==> config.mk <==
export PLATFORM = sky130hd
export DESIGN_NAME = pwm_chain_seq
export DESIGN_NICKNAME = d
export VERILOG_FILES = /design/src/rtl/pwmchain_pkg.sv /design/src/rtl/pwm_frame_store.sv /design/src/rtl/pwm_shifter.sv /design/src/rtl/pwm_gs_seq.sv /design/src/rtl/pwm_chain_seq.sv
export SDC_FILE = /design/constraint.sdc
export NUM_CORES = 1
export LEC_CHECK = 0
export ABC_CLOCK_PERIOD_IN_PS = 5300
export BUFFER_PORTS_ARGS = -buffer_cell sky130_fd_sc_hd__buf_2
export CORE_ASPECT_RATIO = 1.5
export CORE_UTILIZATION = 59
export CTS_CLUSTER_DIAMETER = 150
export DETAILED_ROUTE_END_ITERATION = 12
export GPL_TIMING_DRIVEN = 0
export PLACE_DENSITY_LB_ADDON = 0.08
export SLEW_MARGIN = 20
export SYNTH_ARGS = -nofsm -noshare
export SYNTH_HDL_FRONTEND = slang
export SYNTH_HIERARCHICAL = 1
export SYNTH_SLANG_ARGS = --single-unit
==> constraint.sdc <==
create_clock -name clk -period 5.3 [get_ports clk]
set_input_delay 0.265 -clock clk [delete_from_list [all_inputs] [get_ports clk]]
set_output_delay 0.265 -clock clk [all_outputs]
set_load 0.02 [all_outputs]
==> src/rtl/pwmchain_pkg.sv <==
package pwmchain_pkg;
  localparam int LVL_W       = 12;
  localparam int CH_PER_CHIP = 16;

  typedef logic [LVL_W-1:0] level_t;

  typedef enum logic [3:0] {
    S_INIT_GO,
    S_INIT_WAIT,
    S_INIT_LAT,
    S_OFF,
    S_B0,
    S_B1,
    S_BSHIFT,
    S_BLAT,
    S_RUN,
    S_GAP
  } seq_state_t;
endpackage

==> src/rtl/pwm_frame_store.sv <==
module pwm_frame_store
  import pwmchain_pkg::*;
#(
  parameter int NCH = 32,
  parameter int IW  = 5,
  parameter int CW  = 6
) (
  input  logic          clk,
  input  logic          rst_n,
  input  logic          wr_fire,
  input  logic [CW-1:0] wr_chan,
  input  level_t        wr_level,
  input  logic          swap,
  input  logic [IW-1:0] rd_chan,
  output level_t        rd_level,
  output logic          dirty
);
  level_t bank0 [NCH];
  level_t bank1 [NCH];
  logic   live_sel;   // 0: bank0 is live, 1: bank1 is live
  logic   in_range;
  logic   write_ok;
  logic   copy_all;

  assign in_range = (wr_chan < CW'(NCH));
  assign write_ok = wr_fire && in_range;
  assign copy_all = write_ok && !dirty;

  for (genvar i = 0; i < NCH; i++) begin : g_chan
    always_ff @(posedge clk) begin
      if (!rst_n) begin
        bank0[i] <= '0;
      end else if (live_sel) begin
        if (write_ok && wr_chan == CW'(i)) bank0[i] <= wr_level;
        else if (copy_all)                 bank0[i] <= bank1[i];
      end
    end

    always_ff @(posedge clk) begin
      if (!rst_n) begin
        bank1[i] <= '0;
      end else if (!live_sel) begin
        if (write_ok && wr_chan == CW'(i)) bank1[i] <= wr_level;
        else if (copy_all)                 bank1[i] <= bank0[i];
      end
    end
  end

  always_ff @(posedge clk) begin
    if (!rst_n) begin
      live_sel <= 1'b0;
      dirty    <= 1'b0;
    end else if (swap && dirty) begin
      live_sel <= ~live_sel;
      dirty    <= 1'b0;
    end else if (write_ok) begin
      dirty    <= 1'b1;
    end
  end

  assign rd_level = live_sel ? bank1[rd_chan] : bank0[rd_chan];

  a_r10_oor_stays_clean: assert property (@(posedge clk) disable iff (!rst_n)
    (wr_fire && !in_range && !dirty && !swap) |=> !dirty);
  a_r7_swap_clears_dirty: assert property (@(posedge clk) disable iff (!rst_n)
    (swap && dirty) |=> (!dirty && live_sel != $past(live_sel)));
endmodule

==> src/rtl/pwm_shifter.sv <==
module pwm_shifter
  import pwmchain_pkg::*;
#(
  parameter int NCH = 32,
  parameter int IW  = 5
) (
  input  logic          clk,
  input  logic          rst_n,
  input  logic          start,
  input  logic          zero,
  input  level_t        rd_level,
  output logic [IW-1:0] rd_chan,
  output logic          busy,
  output logic          sclk,
  output logic          sdata
);
  logic          phase_q;
  logic          ending_q;
  logic          zero_q;
  logic [IW-1:0] chan_q;
  logic [3:0]    bit_q;

  always_ff @(posedge clk) begin
    if (!rst_n) begin
      busy     <= 1'b0;
      phase_q  <= 1'b0;
      ending_q <= 1'b0;
      zero_q   <= 1'b0;
      chan_q   <= '0;
      bit_q    <= '0;
      sclk     <= 1'b0;
      sdata    <= 1'b0;
    end else if (!busy) begin
      sclk <= 1'b0;
      if (start) begin
        busy     <= 1'b1;
        phase_q  <= 1'b0;
        ending_q <= 1'b0;
        zero_q   <= zero;
        chan_q   <= IW'(NCH - 1);
        bit_q    <= 4'(LVL_W - 1);
      end
    end else if (ending_q) begin
      sclk     <= 1'b0;
      busy     <= 1'b0;
      ending_q <= 1'b0;
    end else if (!phase_q) begin
      sdata   <= zero_q ? 1'b0 : rd_level[bit_q];
      sclk    <= 1'b0;
      phase_q <= 1'b1;
    end else begin
      sclk    <= 1'b1;
      phase_q <= 1'b0;
      if (bit_q == 4'd0) begin
        bit_q <= 4'(LVL_W - 1);
        if (chan_q == '0) ending_q <= 1'b1;
        else              chan_q   <= chan_q - 1'b1;
      end else begin
        bit_q <= bit_q - 1'b1;
      end
    end
  end

  assign rd_chan = chan_q;

  a_r1_sclk_only_busy: assert property (@(posedge clk) disable iff (!rst_n)
    sclk |-> busy);
  a_r1_data_stable_at_rise: assert property (@(posedge clk) disable iff (!rst_n)
    $rose(sclk) |-> $stable(sdata));
endmodule

==> src/rtl/pwm_gs_seq.sv <==
module pwm_gs_seq
  import pwmchain_pkg::*;
#(
  parameter int GS_STEPS = 4096
) (
  input  logic clk,
  input  logic rst_n,
  input  logic enable,
  input  logic alt_mode,
  input  logic dirty,
  input  logic shift_busy,
  output logic shift_start,
  output logic shift_zero,
  output logic swap,
  output logic wr_ready,
  output logic gs_clk,
  output logic blank,
  output logic xlat
);
  localparam int CNT_W = (GS_STEPS > 1) ? $clog2(GS_STEPS) : 1;

  seq_state_t state, nxt;
  logic [CNT_W-1:0] cnt;
  logic latch_pend, did_swap, force_q, mode_q;

  always_comb begin
    nxt         = state;
    shift_start = 1'b0;
    shift_zero  = 1'b0;
    case (state)
      S_INIT_GO:   begin shift_start = 1'b1; shift_zero = 1'b1; nxt = S_INIT_WAIT; end
      S_INIT_WAIT: if (!shift_busy) nxt = S_INIT_LAT;
      S_INIT_LAT:  nxt = S_OFF;
      S_OFF:       if (enable && !shift_busy) nxt = S_B0;
      S_B0:        nxt = S_B1;
      S_B1: begin
        if (!enable) nxt = S_OFF;
        else if (alt_mode) begin
          shift_start = 1'b1;
          nxt = S_BSHIFT;
        end else begin
          shift_start = did_swap || force_q;
          nxt = S_RUN;
        end
      end
      S_BSHIFT:    if (!shift_busy) nxt = S_BLAT;
      S_BLAT:      nxt = enable ? S_RUN : S_OFF;
      S_RUN: begin
        if (!enable) nxt = S_OFF;
        else if (gs_clk && cnt == CNT_W'(GS_STEPS - 1)) nxt = S_GAP;
      end
      S_GAP: begin
        if (!enable) nxt = S_OFF;
        else if (!shift_busy) nxt = S_B0;
      end
      default:     nxt = S_OFF;
    endcase
  end

  always_ff @(posedge clk) begin
    if (!rst_n) begin
      state      <= S_INIT_GO;
      gs_clk     <= 1'b0;
      cnt        <= '0;
      latch_pend <= 1'b0;
      did_swap   <= 1'b0;
      force_q    <= 1'b0;
      mode_q     <= 1'b0;
    end else begin
      state  <= nxt;
      gs_clk <= (state == S_RUN && nxt == S_RUN) ? ~gs_clk : 1'b0;
      if (state != S_RUN) cnt <= '0;
      else if (gs_clk)    cnt <= cnt + 1'b1;
      if (state == S_B0) did_swap <= dirty;
      if (state == S_OFF) force_q <= 1'b1;
      if (state == S_B1) begin
        latch_pend <= enable && !alt_mode && (did_swap || force_q);
        mode_q     <= alt_mode;
        if (enable) force_q <= 1'b0;
      end
    end
  end

  assign blank    = !(state == S_RUN || state == S_GAP);
  assign xlat     = (state == S_B1 && latch_pend) || state == S_BLAT || state == S_INIT_LAT;
  assign swap     = (state == S_B0);
  assign wr_ready = !swap;

  a_r3_xlat_in_blank: assert property (@(posedge clk) disable iff (!rst_n)
    xlat |-> blank);
  a_r3_xlat_single: assert property (@(posedge clk) disable iff (!rst_n)
    xlat |=> !xlat);
  a_r9_disable_blanks: assert property (@(posedge clk) disable iff (!rst_n)
    !enable |=> (blank && !gs_clk));
  a_r2_gap_before_blank: assert property (@(posedge clk) disable iff (!rst_n)
    ($rose(blank) && $past(enable)) |-> $past(!gs_clk));
  a_r5_latch_before_release: assert property (@(posedge clk) disable iff (!rst_n)
    ($fell(blank) && mode_q) |-> $past(xlat));
  a_r2_clock_only_unblanked: assert property (@(posedge clk) disable iff (!rst_n)
    gs_clk |-> !blank);
endmodule

==> src/rtl/pwm_chain_seq.sv <==
module pwm_chain_seq
  import pwmchain_pkg::*;
#(
  parameter int N_CHIPS  = 2,
  parameter int GS_STEPS = 4096
) (
  input  logic                               clk,
  input  logic                               rst_n,
  input  logic                               enable,
  input  logic                               alt_mode,
  input  logic                               wr_valid,
  output logic                               wr_ready,
  input  logic [$clog2(16*N_CHIPS):0]        wr_chan,
  input  logic [11:0]                        wr_level,
  output logic                               gs_clk,
  output logic                               blank,
  output logic                               xlat,
  output logic                               sclk,
  output logic                               sdata
);
  localparam int NCH = CH_PER_CHIP * N_CHIPS;
  localparam int IW  = $clog2(NCH);
  localparam int CW  = IW + 1;

  logic          swap, dirty, shift_start, shift_zero, shift_busy;
  logic [IW-1:0] rd_chan;
  level_t        rd_level;

  pwm_frame_store #(.NCH(NCH), .IW(IW), .CW(CW)) u_store (
    .clk      (clk),
    .rst_n    (rst_n),
    .wr_fire  (wr_valid && wr_ready),
    .wr_chan  (wr_chan),
    .wr_level (wr_level),
    .swap     (swap),
    .rd_chan  (rd_chan),
    .rd_level (rd_level),
    .dirty    (dirty)
  );

  pwm_shifter #(.NCH(NCH), .IW(IW)) u_shift (
    .clk      (clk),
    .rst_n    (rst_n),
    .start    (shift_start),
    .zero     (shift_zero),
    .rd_level (rd_level),
    .rd_chan  (rd_chan),
    .busy     (shift_busy),
    .sclk     (sclk),
    .sdata    (sdata)
  );

  pwm_gs_seq #(.GS_STEPS(GS_STEPS)) u_seq (
    .clk         (clk),
    .rst_n       (rst_n),
    .enable      (enable),
    .alt_mode    (alt_mode),
    .dirty       (dirty),
    .shift_busy  (shift_busy),
    .shift_start (shift_start),
    .shift_zero  (shift_zero),
    .swap        (swap),
    .wr_ready    (wr_ready),
    .gs_clk      (gs_clk),
    .blank       (blank),
    .xlat        (xlat)
  );
endmodule

# Word-level counts from Yosys, hierarchy flattened

Memory sizes are Yosys's and may differ from the RTL's. A register that Yosys moved wholly into a read port is not among the register bits.
Cells that the tools add are included.

Equality and inequality tests: 47
Bitwise gates (word level): 134
$add $sub $neg: 3
Muxes and demuxes: 628
$lt $le $gt $ge: 2
Reduce and logical (&&, ||, !) cells: 65

Operator list:

| cell                                                | number |
|---|---|
| two-way mux 12 bit                                  | 129 |
| two-way mux 1 bit                                   | 471 |
| bitwise OR 1 bit                                    | 128 |
| equality test 6 x 5 -> 1 bit, second input constant | 16 |
| two-way mux 4 bit                                   | 15 |
| two-way mux 5 bit                                   | 10 |
| equality test 6 x 4 -> 1 bit, second input constant | 8 |
| logical AND 1 bit                                   | 42 |
| one-hot mux 4 bit (9 select lines)                  | 1 |
| equality test 6 x 3 -> 1 bit, second input constant | 4 |
| equality test 4 x 3 -> 1 bit, second input constant | 4 |
| adder 12 x 1 -> 12 bit, second input constant       | 1 |
| equality test 12 bit, second input constant         | 1 |
| equality test 4 bit, second input constant          | 3 |
| equality test 6 x 2 -> 1 bit, second input constant | 2 |
| equality test 4 x 2 -> 1 bit, second input constant | 2 |
| logical NOT 4 bit                                   | 2 |
| inequality test 2 bit, second input constant        | 4 |
| equality test 6 x 1 -> 1 bit, second input constant | 1 |
| logical NOT 6 bit                                   | 1 |
| < comparator 6 bit, second input constant           | 1 |
| NOT 1 bit                                           | 6 |
| AND reduction 2 bit                                 | 3 |
| AND reduction 3 bit                                 | 2 |
| 14 further kinds                                    | 22 |

Bits in writable memories: 768
Logic and storage cells: 897
Flip-flop bits (word level): 37
Bits of input ports: 23
Memories kept: 2

Memories:

| name          | words | width | read ports | clocked after Yosys merged registers in | wr ports | line                  | source |
|---|---|---|---|---|---|---|---|
| u_store.bank0 | 32    | 12    | 33         | 1                                       | 32       | pwm_frame_store.sv:18 | `level_t bank0 [NCH];` |
| u_store.bank1 | 32    | 12    | 33         | 1                                       | 32       | pwm_frame_store.sv:19 | `level_t bank1 [NCH];` |

# Logic depth before layout (Yosys ltp)

Word-level depth: 11
Mapped depth: 12
Depth with buffers taken out: 8

# By module

Netlist, hierarchy kept.

By module, submodules not included:

| module          | instances | area each (um2) | cells an instance | seq. area each (um2) |
|---|---|---|---|---|
| pwm_frame_store | 1         | 38538.2         | 2602              | 23102.2 |
| pwm_gs_seq      | 1         | 1062.3          | 135               | 400.4 |
| pwm_shifter     | 1         | 827.0           | 83                | 300.3 |
| pwm_chain_seq   | 1         | 6.3             | 1                 | 0.0 |

# Least setup slack after synthesis

Ideal clock, no wire load.

Kind: reg-to-reg
Start point: register u_seq.state[1]
End point: memory u_store/bank1[16][0] (netlist name), enable pin
Clock period less this slack: 3.284 ns
Path slack: 2.016 ns
Stages on the path, launching flop included: 11
Required time: 4.902 ns
Arrival time: 2.886 ns
Path through: dfxtp_1 clkbuf_1 nor2_1 nand2_1 and2_1 or3b_1 buf_6 buf_8 nor3_4 nor2_1 o21ai_0

RTL lines:

| item                   | line                  | source |
|---|---|---|
| from (decl)            | pwm_gs_seq.sv:22      | `seq_state_t state, nxt;` |
| from (signal assigned) | pwm_gs_seq.sv:70      | `state <= nxt;` |
| to (decl)              | pwm_frame_store.sv:19 |  |

==> impl_summary.md <==
Cells and area
Compared with the post-synthesis result, the final layout area differs by 9.741%. For this run, the number of standard cells in the final layout without fillers is 3,876. The fraction of layout instances using a drive strength above 1 is 19.00%.

In the final design database the tool counted 2,944 nets.

Synth
Counting flops with a built-in enable in the synthesized netlist gives 768. The cell area after synthesis is 40,430 um^2. Counting every net in the synthesized netlist gives 2,847. The fraction of the yosys area taken by sequential cells is 58.87%. The synthesized flop and latch total is 805. Synthesis produced a netlist whose cell count is 2,821.

The most instantiated flip-flop cell in the synthesis netlist is edfxtp_1. Yosys printed 6 warnings. The average size of a mapped cell is 14.33 um^2. For this run, asynchronously set or reset flops after synthesis account for 0%. Counting distinct cell types in the post-synthesis netlist gives 73.

Drt
The overall routed net length is 170.9 mm. The via-per-instance ratio is 7.972. For this run, the detailed router's first-pass iteration total came to 7. For this run, design rule violations remaining after detail routing come to 0.

The detailed router's first-iteration violation count is 5,224. The remaining antenna violation count is 0. The detailed router placed 30,900 vias in this run. Dividing the detail-routed wire length by the instance count gives 44.10 um.

CTS
The number of buffers created by CTS is 78. After clock tree synthesis, the clock-pin slew on the worst setup and hold paths is 70 ps. The number of clock sinks is 805. The number of hold buffers added after CTS was 1. TritonCTS built the clock tree. The root buffer cell chosen for the clock tree is clkbuf_16.

Buffers added to address setup during post-CTS repair amount to 0. The clock passes through at most 3 buffers. The clock latency on the worst-skew pair is 680 ps. The H-tree generated during clock tree synthesis spans 3 levels. Post-CTS repair changed the size of 0 cells.

Power
The worst-case IR drop observed on VDD is 0.3078 mV. The leakage power summed over all cells is 15.58 nW. The switching portion of total power is 29.92%.

The share of power burned in combinational logic is 18.6%. The power per cell area is 371.8 nW/um^2. Of the total power, the clock network draws 35.1%. Of the total power, registers draw 46.3%. The internal power contribution is 11.56 mW.

The reported net switching power is 4.935 mW.

Worst setup path
The number of buffer and inverter instances along the worst setup path is 2. The slowest stage of the critical path is the a2111oi_0 cell. Walking the worst path, the cells encountered are buf_2, clkbuf_1, o32ai_1, a2111oi_0, a22o_1, mux4_1, mux2i_1, o21ai_1, a32o_1. STA classifies the critical path startpoint as a flip-flop. On the critical path the largest part of the delay comes from compound AO/OA/AOI/OAI gates.

STA classifies the critical path endpoint as a flip-flop. The maximum net fanout on the critical path is 10. At the worst endpoint, the arrival time is 5100 ps.

On the worst path, the slowest cell contributes a delay of 1090 ps. Data on the critical path is required at its endpoint by 5890 ps. The worst setup path category is flip-flop to flip-flop.

Hold path
The type of the tightest min-delay check is input pin to flip-flop.

GRT
The layer flagged by global routing as most heavily used is met2. Global routing used 49.15% of the available tracks across all layers. The met3 usage in global routing is 12.34%. Entering global routing, the biggest net connects 18 pins. The via count of the first global-routing pass is 29,720. The global routing usage on met2 is 72.88%.

Global routing used 58.98% of the available met1 tracks. The overall overflow remaining after global route is 0. The first global-routing pass estimated 231.9 mm of wire. The number of antenna violations at the first check in global routing is 8.

STA
The final hold violation count was 0. Setup repair after global routing left no endpoint under its margin. For the pin with the worst max-slew slack, the measured transition is 1363 ps.

The final clock skew is 35.87 ps. The peak clock frequency supported by timing is 221.8 MHz. The max-slew violation count is 0. The ratio of final minimum period to clock period is 85.06%. The final count of negative-setup-slack endpoints is 0. The final critical delay including setup and external delays is 4508 ps. After routing, the total negative slack on setup checks comes to 0 ps. The max-slew headroom at the worst pin is 9.134%.

Run status
The run finished with clean final reports.

Floorplanning
Pin placement for this block handled 29 I/O pins. The vertical extent of the die is 322.6 um. The area of the die is 69,600 um^2. The starting utilization of the core area is 59.66%. Measured along the x axis, the die boundary spans 215.7 um. The core region is 67,780 um^2. The number of placement rows is 117.

Place
The congestion estimate from routability-driven global placement came to 1.097. The HPWL after detailed placement is 128.1 mm. The number of cells after detailed placement is 3,729.

The number of port buffers is 16.

Job
The count of maximum capacitance violations is 0.
## power by group through the flow
stage	Combinational, mW	Sequential (mW)	Clock, mW
2_1_floorplan	1.68	7.59	0
4_1_cts	2.92	7.61	5.79
5_1_grt	3.03	7.65	5.99
6_report	3.07	7.64	5.79
3_3_place_gp	2.88	7.72	0
3_5_place_dp	2.91	7.74	0
## worst paths after layout
kind                      end                from  slack (ps)  cells past startpoint
max             u_shift/sdata  u_shift/rd_chan[2]         790                      9
min reg2reg  u_seq/latch_pend    u_seq/latch_pend         490                      2
max reg2reg     u_shift/sdata  u_shift/rd_chan[2]         790                      9
min            u_seq/state[3]            alt_mode          30                      4
## metal layers
layer	up-vias	share of wire, %
met5	-	0.019
met4	6	11
met3	576	14
met2	3032	43
met1	15480	32
li1	11810	-
## kinds of logic (layout without fill, tap and decap cells)
| group | after synthesis | in the layout | synth area share (%) |
|---|---|---|---|
| AO/OA/AOI/OAI | 913 | 913 | 19.02 |
| adder cells (fa/ha/maj) | 3 | 3 | 0.09284 |
| AND/OR/NAND/NOR | 502 | 502 | 5.892 |
| flip-flops | 805 | 805 | 58.87 |
| other | 0 | 5 | 0 |
| multiplexers | 236 | 236 | 11.90 |
| buffers and inverters | 348 | 506 | 3.914 |
| XOR/XNOR | 14 | 14 | 0.3033 |
## final cells by class
type / instances / area, um^2
Sequential cell: 805 / 23800
Clock buffer: 87 / 1986
Clock inverter: 54 / 596.8
Fill cell: 4884 / 23410
Multi-Input combinational cell: 1668 / 15140
Buffer: 335 / 1575
Inverter: 13 / 48.80
Tap cell: 892 / 1116
Antenna cell: 5 / 12.51
Timing Repair Buffer: 17 / 90.09
## synth_stat cells, types with 12 or more instances
master / number / area [um^2]
a2111oi_0: 12 / 105.1
a21oi_1: 44 / 220.2
a22o_1: 755 / 6613
a22oi_1: 12 / 90.09
buf_1: 15 / 56.30
buf_2: 118 / 590.6
buf_4: 13 / 97.59
clkbuf_1: 178 / 668.1
dfxtp_1: 37 / 740.7
edfxtp_1: 768 / 23060
inv_1: 12 / 45.04
mux2i_1: 41 / 410.4
mux4_2: 192 / 4324
nand2_1: 60 / 225.2
nand2b_1: 16 / 100.1
nand3_1: 42 / 210.2
nor2_1: 272 / 1021
nor2b_1: 18 / 112.6
nor3_1: 31 / 155.2
o221ai_1: 13 / 113.9
o22ai_1: 27 / 168.9
## state kept, by name (all words and copies together) (netlist names), 4 cells and up
register         cells
u_seq/cnt           12
u_seq/state          4
u_shift/bit_q        4
u_shift/rd_chan      5
u_store/bank0      384
u_store/bank1      384
## cells in the final DEF, fill, tap and decap left out, types with 6 or more instances in the layout
| cell | Yosys | routed |
|---|---|---|
| buf_2 | 118 | 134 |
| edfxtp_1 | 768 | 768 |
| nand2_1 | 60 | 60 |
| buf_4 | 13 | 13 |
| o22ai_1 | 27 | 27 |
| nor2b_1 | 18 | 18 |
| a2111oi_0 | 12 | 12 |
| clkinv_2 | 0 | 13 |
| mux2i_1 | 41 | 41 |
| nor3_4 | 8 | 8 |
| o21bai_1 | 9 | 9 |
| nand3b_1 | 6 | 6 |
| buf_1 | 15 | 15 |
| clkbuf_16 | 0 | 78 |
| nand2b_1 | 16 | 16 |
| inv_1 | 12 | 12 |
| o221ai_1 | 13 | 13 |
| nor3_1 | 31 | 31 |
| mux4_2 | 192 | 192 |
| a22oi_1 | 12 | 12 |
| nor2_1 | 272 | 235 |
| bufinv_16 | 0 | 10 |
| nand3_1 | 42 | 42 |
| nor2_2 | 0 | 37 |
| a21oi_1 | 44 | 44 |
| dfxtp_1 | 37 | 37 |
| clkinv_1 | 0 | 14 |
| clkbuf_2 | 1 | 34 |
| buf_6 | 9 | 9 |
| and2_1 | 8 | 8 |
| nand4_1 | 7 | 7 |
| a22o_1 | 755 | 755 |
| inv_6 | 0 | 6 |
| clkbuf_1 | 178 | 154 |
| xnor2_1 | 11 | 11 |
## worst reg2reg max path, stage by stage (launching register included)
cell,delay (ps)
dfxtp_1,730
buf_2,580
clkbuf_1,730
o32ai_1,330
a2111oi_0,1090
a22o_1,240
mux4_1,290
mux2i_1,90
o21ai_1,210
a32o_1,150
## per-stage QoR
| stage | util, % | power [mW] | worst slack (ps) | hold slack (ps) | area (um^2) |
|---|---|---|---|---|---|
| 2_1_floorplan | - | 9.269 | 2016 | 378.8 | 40430 |
| 3_3_place_gp | 61.42 | 10.59 | 951.4 | 461.4 | 41630 |
| 3_5_place_dp | 61.54 | 10.65 | 1039 | 489.6 | 41710 |
| 4_1_cts | 65.36 | 16.32 | 1017 | 4.166 | 44300 |
| 5_1_grt | 65.46 | 16.67 | 859.4 | 49.43 | 44370 |
| 6_report | 65.47 | 16.50 | 791.8 | 29.44 | 44370 |
(Power assumes the default switching activity.)
